**src/rtl/spb_pkg.sv**
```systemverilog
package spb_pkg;
  typedef enum logic [2:0] {
    ALU_ADD  = 3'd0,
    ALU_SUB  = 3'd1,
    ALU_AND  = 3'd2,
    ALU_OR   = 3'd3,
    ALU_PASS = 3'd4
  } alu_op_e;
endpackage

```
**src/rtl/spb_reg.sv**
```systemverilog
module spb_reg #(
  parameter int DW = 32
) (
  input  logic          clk_i,
  input  logic          rst_ni,
  input  logic          ld_i,
  input  logic [DW-1:0] d_i,
  output logic [DW-1:0] q_o
);
  always_ff @(posedge clk_i or negedge rst_ni) begin
    if (!rst_ni)   q_o <= '0;
    else if (ld_i) q_o <= d_i;
  end

  a_r2_hold_unloaded: assert property (@(posedge clk_i) disable iff (!rst_ni)
    !ld_i |=> $stable(q_o));
endmodule

```
**src/rtl/spb_bus_mux.sv**
```systemverilog
module spb_bus_mux #(
  parameter int DW   = 32,
  parameter int NSRC = 9
) (
  input  logic [NSRC-1:0]         oe_i,
  input  logic [NSRC-1:0][DW-1:0] src_i,
  output logic [DW-1:0]           bus_o
);
  // AND-OR mux: idle bus is zero
  always_comb begin
    bus_o = '0;
    for (int i = 0; i < NSRC; i++)
      bus_o = bus_o | (src_i[i] & {DW{oe_i[i]}});
  end
endmodule

```
**src/rtl/spb_alu.sv**
```systemverilog
module spb_alu
  import spb_pkg::*;
#(
  parameter int DW = 32
) (
  input  logic [DW-1:0] a_i,
  input  logic [DW-1:0] b_i,
  input  alu_op_e       op_i,
  input  logic          cin_i,
  output logic [DW-1:0] res_o
);
  logic [DW-1:0] cin_ext;
  assign cin_ext = {{(DW-1){1'b0}}, cin_i};

  always_comb begin
    unique case (op_i)
      ALU_ADD:  res_o = a_i + b_i + cin_ext;
      ALU_SUB:  res_o = a_i + ~b_i + cin_ext;
      ALU_AND:  res_o = a_i & b_i;
      ALU_OR:   res_o = a_i | b_i;
      ALU_PASS: res_o = b_i;
      default:  res_o = '0;
    endcase
  end
endmodule

```
**src/rtl/spb_datapath.sv**
```systemverilog
module spb_datapath
  import spb_pkg::*;
#(
  parameter int DW        = 32,
  parameter int NGPR      = 4,
  parameter int INC_CONST = 4
) (
  input  logic            clk_i,
  input  logic            rst_ni,
  input  logic            pc_in_i,
  input  logic            pc_out_i,
  input  logic            mar_in_i,
  input  logic            mdr_in_i,
  input  logic            mdr_out_i,
  input  logic            mdr_mem_in_i,
  input  logic            mdr_mem_out_i,
  input  logic            ir_in_i,
  input  logic            ir_out_i,
  input  logic            tmp_in_i,
  input  logic            tmp_out_i,
  input  logic [NGPR-1:0] gpr_in_i,
  input  logic [NGPR-1:0] gpr_out_i,
  input  logic            y_in_i,
  input  logic            sel_const_i,
  input  logic [2:0]      alu_op_i,
  input  logic            carry_i,
  input  logic            z_in_i,
  input  logic            z_out_i,
  input  logic [DW-1:0]   mem_rdata_i,
  output logic [DW-1:0]   mem_addr_o,
  output logic [DW-1:0]   mem_wdata_o,
  output logic            mem_wr_o,
  output logic [DW-1:0]   bus_o
);
  localparam int NFIX = 5;            // pc, mdr, ir, tmp, z
  localparam int NSRC = NFIX + NGPR;
  localparam int S_PC = 0, S_MDR = 1, S_IR = 2, S_TMP = 3, S_Z = 4;

  logic [NSRC-1:0]         oe;
  logic [NSRC-1:0][DW-1:0] src;
  logic [DW-1:0] bus, pc_q, mar_q, mdr_q, ir_q, tmp_q, y_q, z_q;
  logic [DW-1:0] mdr_d, alu_a, alu_res;
  logic          mdr_ld;

  assign oe[S_PC]  = pc_out_i;
  assign oe[S_MDR] = mdr_out_i;
  assign oe[S_IR]  = ir_out_i;
  assign oe[S_TMP] = tmp_out_i;
  assign oe[S_Z]   = z_out_i;
  assign src[S_PC]  = pc_q;
  assign src[S_MDR] = mdr_q;
  assign src[S_IR]  = ir_q;
  assign src[S_TMP] = tmp_q;
  assign src[S_Z]   = z_q;

  spb_bus_mux #(.DW(DW), .NSRC(NSRC)) i_bus (.oe_i(oe), .src_i(src), .bus_o(bus));

  spb_reg #(.DW(DW)) i_pc  (.clk_i, .rst_ni, .ld_i(pc_in_i),  .d_i(bus), .q_o(pc_q));
  spb_reg #(.DW(DW)) i_mar (.clk_i, .rst_ni, .ld_i(mar_in_i), .d_i(bus), .q_o(mar_q));
  spb_reg #(.DW(DW)) i_ir  (.clk_i, .rst_ni, .ld_i(ir_in_i),  .d_i(bus), .q_o(ir_q));
  spb_reg #(.DW(DW)) i_tmp (.clk_i, .rst_ni, .ld_i(tmp_in_i), .d_i(bus), .q_o(tmp_q));
  spb_reg #(.DW(DW)) i_y   (.clk_i, .rst_ni, .ld_i(y_in_i),   .d_i(bus), .q_o(y_q));

  // memory side wins over bus side
  assign mdr_ld = mdr_mem_in_i | mdr_in_i;
  assign mdr_d  = mdr_mem_in_i ? mem_rdata_i : bus;
  spb_reg #(.DW(DW)) i_mdr (.clk_i, .rst_ni, .ld_i(mdr_ld), .d_i(mdr_d), .q_o(mdr_q));

  for (genvar g = 0; g < NGPR; g++) begin : g_gpr
    logic [DW-1:0] q;
    spb_reg #(.DW(DW)) i_r (.clk_i, .rst_ni, .ld_i(gpr_in_i[g]), .d_i(bus), .q_o(q));
    assign oe[NFIX+g]  = gpr_out_i[g];
    assign src[NFIX+g] = q;
  end

  assign alu_a = sel_const_i ? DW'(INC_CONST) : y_q;
  spb_alu #(.DW(DW)) i_alu (
    .a_i(alu_a), .b_i(bus), .op_i(alu_op_e'(alu_op_i)), .cin_i(carry_i), .res_o(alu_res)
  );
  spb_reg #(.DW(DW)) i_z (.clk_i, .rst_ni, .ld_i(z_in_i), .d_i(alu_res), .q_o(z_q));

  assign bus_o       = bus;
  assign mem_addr_o  = mar_q;
  assign mem_wr_o    = mdr_mem_out_i;
  assign mem_wdata_o = mdr_mem_out_i ? mdr_q : '0;

  a_r3_single_driver: assert property (@(posedge clk_i) disable iff (!rst_ni)
    $countones(oe) <= 1);
  a_r3_idle_bus_zero: assert property (@(posedge clk_i) disable iff (!rst_ni)
    (oe == '0) |-> (bus_o == '0));
  a_r7_mar_follows_bus: assert property (@(posedge clk_i) disable iff (!rst_ni)
    mar_in_i |=> (mem_addr_o == $past(bus_o)));
  a_r8_mdr_mem_load: assert property (@(posedge clk_i) disable iff (!rst_ni)
    mdr_mem_in_i |=> (mdr_q == $past(mem_rdata_i)));
endmodule

```
**config.mk**
```make
export PLATFORM = sky130hd
export DESIGN_NAME = spb_datapath
export DESIGN_NICKNAME = d
export VERILOG_FILES = /design/src/rtl/spb_pkg.sv /design/src/rtl/spb_reg.sv /design/src/rtl/spb_bus_mux.sv /design/src/rtl/spb_alu.sv /design/src/rtl/spb_datapath.sv
export SDC_FILE = /design/constraint.sdc
export NUM_CORES = 1
export LEC_CHECK = 0
export ABC_AREA = 0
export BUFFER_PORTS_ARGS = -buffer_cell sky130_fd_sc_hd__buf_4
export CAP_MARGIN = 25
export CORE_MARGIN = 4
export CORE_UTILIZATION = 35
export CTS_BUF_LIST = sky130_fd_sc_hd__clkbuf_4 sky130_fd_sc_hd__clkbuf_8
export DETAILED_ROUTE_END_ITERATION = 6
export PLACE_DENSITY = 0.48
export SLEW_MARGIN = 20
export SYNTH_ARGS = -nofsm -noshare
export SYNTH_HDL_FRONTEND = slang
export SYNTH_HIERARCHICAL = 1
export SYNTH_SLANG_ARGS = --single-unit
```
**constraint.sdc**
```tcl
create_clock -name clk_i -period 11.23 [get_ports clk_i]
set_input_delay 1.123 -clock clk_i [delete_from_list [all_inputs] [get_ports clk_i]]
set_output_delay 1.123 -clock clk_i [all_outputs]
set_load 0.01 [all_outputs]
```
==> summary.txt <==
Status
  – Status: finished, final reports clean

STA
  – Fin. max-slew vios: 0
  – Setup WS post-layout: 5.87 ns
  – Crit path time final: 5.36 ns
  – Fin. Hold Viols: 0
  – Final worst path period share: 47.7%
  – RSZ-0062 raised after global routing: false
  – Worst slew pin tran: 0.887 ns
  – Fmax: 187 MHz
  – TNS Setup: 0 ns
  – Final setup fails: 0
  – Slew margin rel.: 40.8%
  – Clock skew: 0.0317 ns

Drt
  – DRC: 0
  – Number of iterations in the first detailed-routing pass: 7
  – Vias/cell: 5.40
  – Vias: 15400
  – Final antenna-violating net count: 0
  – Post-Route WL: 69200 um
  – WL/cell: 24.3 um
  – Initial DRC count: 1362

Worst setup path
  – CP Capture Type: flop
  – CP Cell Sequence: buf_4 > a22o_1 > a221oi_1 > nand3_1 > fa_1 > fa_1 > or2_2 > a221oi_1 > o211a_1 > o21ai_1 > a21oi_1 > a221oi_4 > o211ai_2 > nand4_1 > a31o_1 > mux2_4
  – Crit Path Max Fanout: 32
  – CP max stage delay: 0.64 ns
  – Crit-path slowest cell: fa_1
  – WP data arrival: 5.88 ns
  – CP Buf/Inv Count: 1
  – Worst Path Required: 11.75 ns
  – CP Class: in -> reg
  – Startpoint class of the critical path: input port
  – Top delay family on crit path: compound AO/OA/AOI/OAI gates

GRT
  – Pin count of the biggest net entering global routing: 111
  – Tot GR Track Use: 20.1%
  – Global-route wire length before repair: 105000 um
  – Vias in the first global route: 16200
  – GRT overflow: 0
  – Initial antenna violation count: 4

Logic synthesis
  – Largest cells by area after synthesis: dfrtp_1 (39%), mux2_4 (24%), ha_1 (6.0%)
  – Sequential cell area fraction in the yosys report: 39.4%
  – Top-area cell type share of the netlist area: 39.4%
  – Cell type with the largest total area after synthesis: dfrtp_1
  – Synth Register Bits: 352
  – Mapped Nets: 1981
  – Mapped cell area: 0.0224 mm^2
  – Yosys warns: 6
  – Dominant synthesized flop cell: dfrtp_1
  – Post-synth cell types: 75
  – Post-synth EDFFs: 0
  – Syn Inst Count: 1808
  – Synth async-reset ratio: 100%
  – Syn Area/Cell: 12.4 um^2

Floorplan
  – Core area: 0.0632 mm^2
  – Rows: 92
  – Total die area: 0.0680 mm^2
  – Initial core utilization: 35.4%
  – Die H: 261 um
  – I/O pin count: 158
  – Die Wd: 261 um

Clocking
  – Post-CTS Hold Fix Bufs: 0
  – CTS Root Buffer Type: clkbuf_8
  – TritonCTS buffer count: 68
  – # resized after CTS: 0
  – TritonCTS Sinks: 352
  – CTS tree: built
  – Reg clk slew, reported paths: 0.06 ns
  – CTS H-tree lvls: 3
  – CTS max path bufs: 3
  – Post-CTS Setup Bufs: 0
  – Worst-skew pair later-pin latency: 0.64 ns

Finish
  – Nets: 2127
  – Non-filler cells in the finished layout: 2851
  – Share of cells above drive strength 1: 37.2%
  – Area grow syn2layout: 13.0%

Placement
  – GPL Wtd Cong: 0.863
  – DP HPWL: 44600 um
  – IO Port Bufs: 157
  – Place WS: 5.26 ns
  – Placed insts: 2727

Power
  – Power Dens Cells: 124 mW/mm^2
  – Total power: 3150 uW
  – Maximum vdd drop: 67.6 uV
  – Static leakage: 0.0108 uW

Hold path
  – Hold Crit Class: reg -> reg

Flow run
  – Max-cap violations: 0
sequential cells by signal, indices dropped and copies added, names as in the netlist:
signal	cells
i_pc/q_o	32
i_mdr/q_o	32
i_z/q_o	32
g_gpr.i_r/q_o	128
i_tmp/q_o	32
i_mar/q_o	32
i_ir/q_o	32
i_y/q_o	32
metrics by stage:
stage	hold slack [ns]	area, um^2	utilization, %
2_1_floorplan	0.473	22400	-
3_3_place_gp	0.482	23700	37.5
3_5_place_dp	0.484	23700	37.5
4_1_cts	0.501	25200	39.9
5_1_grt	0.512	25300	40.0
6_report	0.497	25300	40.0
cell type report:
type                            count  area (um^2)
Clock buffer                      103         1320
Tap cell                          846         1060
Inverter                          101          379
Sequential cell                   352         8810
Clock inverter                     14          156
Timing Repair Buffer              199         1550
Fill cell                        6015        37900
Antenna cell                        4         10.0
Multi-Input combinational cell   1232        12000
cells in the mapped netlist (all sizes together) (7+ instances only):
library cell  count
nand2            45
a211oi           31
nor2b            28
ha              108
a22oi            35
inv             100
xor2              9
o21bai           11
nor3             13
and2             35
a221oi           37
a22o             32
and2b            14
o211ai            7
clkbuf           53
buf              70
mux2            384
xnor2            22
a21oi            91
nor2             71
a222oi           32
o21ai            73
nand3            47
dfrtp           352
or3               7
power breakdown:
group | internal [uW] | total, uW | switching, uW
Clock | 799 | 1390 | 589
Combinational | 177 | 418 | 240
Sequential | 1300 | 1340 | 37.6
Total | 2280 | 3150 | 867
cell families after synthesis:
family                   after synthesis  synth area share (%)
AO/OA/AOI/OAI                        410                  13.8
XOR/XNOR                              31                  1.21
adder cells (fa/ha/maj)              112                  6.40
buffers and inverters                224                  7.02
flip-flops                           352                  39.4
multiplexers                         385                  25.4
AND/OR/NAND/NOR                      294                  6.76
worst register-to-register path: stages, from the launching register on:
cell,delay (ns)
dfrtp_1,0.39
a22o_1,0.23
a221oi_1,0.22
nand3_1,0.50
fa_1,0.64
fa_1,0.41
or2_2,0.33
a221oi_1,0.40
o211a_1,0.35
o21ai_1,0.12
a21oi_1,0.33
a221oi_4,0.15
o211ai_2,0.18
nand4_1,0.11
a31o_1,0.23
mux2_4,0.25
layer usage:
| metal | global-route usage (%) | vias up | wire (um) |
|---|---|---|---|
| li1 | - | 6876 | - |
| met1 | 29.6 | 7931 | 33600 |
| met2 | 29.5 | 478 | 29300 |
| met3 | 4.70 | 100 | 4880 |
| met4 | 5.89 | 2 | 1470 |
| met5 | 0 | - | 13 |
worst paths after layout:
path,startpoint,slack [ns],cells past startpoint,endpoint
hold reg to reg,i_y/q_o[31]$_DFFE_PN0P_,0.50,1,i_y/q_o[31]$_DFFE_PN0P_
setup / recovery,pc_out_i,5.87,16,i_z/q_o[30]$_DFFE_PN0P_
max in group asynchronous,rst_ni,8.53,3,i_mar/q_o[26]$_DFFE_PN0P_
hold / removal,i_y/q_o[31]$_DFFE_PN0P_,0.50,1,i_y/q_o[31]$_DFFE_PN0P_
min in group asynchronous,rst_ni,0.54,1,i_mar/q_o[10]$_DFFE_PN0P_
setup reg to reg,i_pc/q_o[0]$_DFFE_PN0P_,6.31,15,i_z/q_o[30]$_DFFE_PN0P_
layout by cell type, fill, tap and decap left out, types with 45 or more instances in the layout:
master      n
o21ai_0    68
buf_4     195
nor2_1     71
inv_1     100
nand3_1    47
mux2_4    359
nand2_1    45
dfrtp_1   352
a21oi_1    91
ha_1      108
clkbuf_8   87
(Power assumes the default switching activity.)
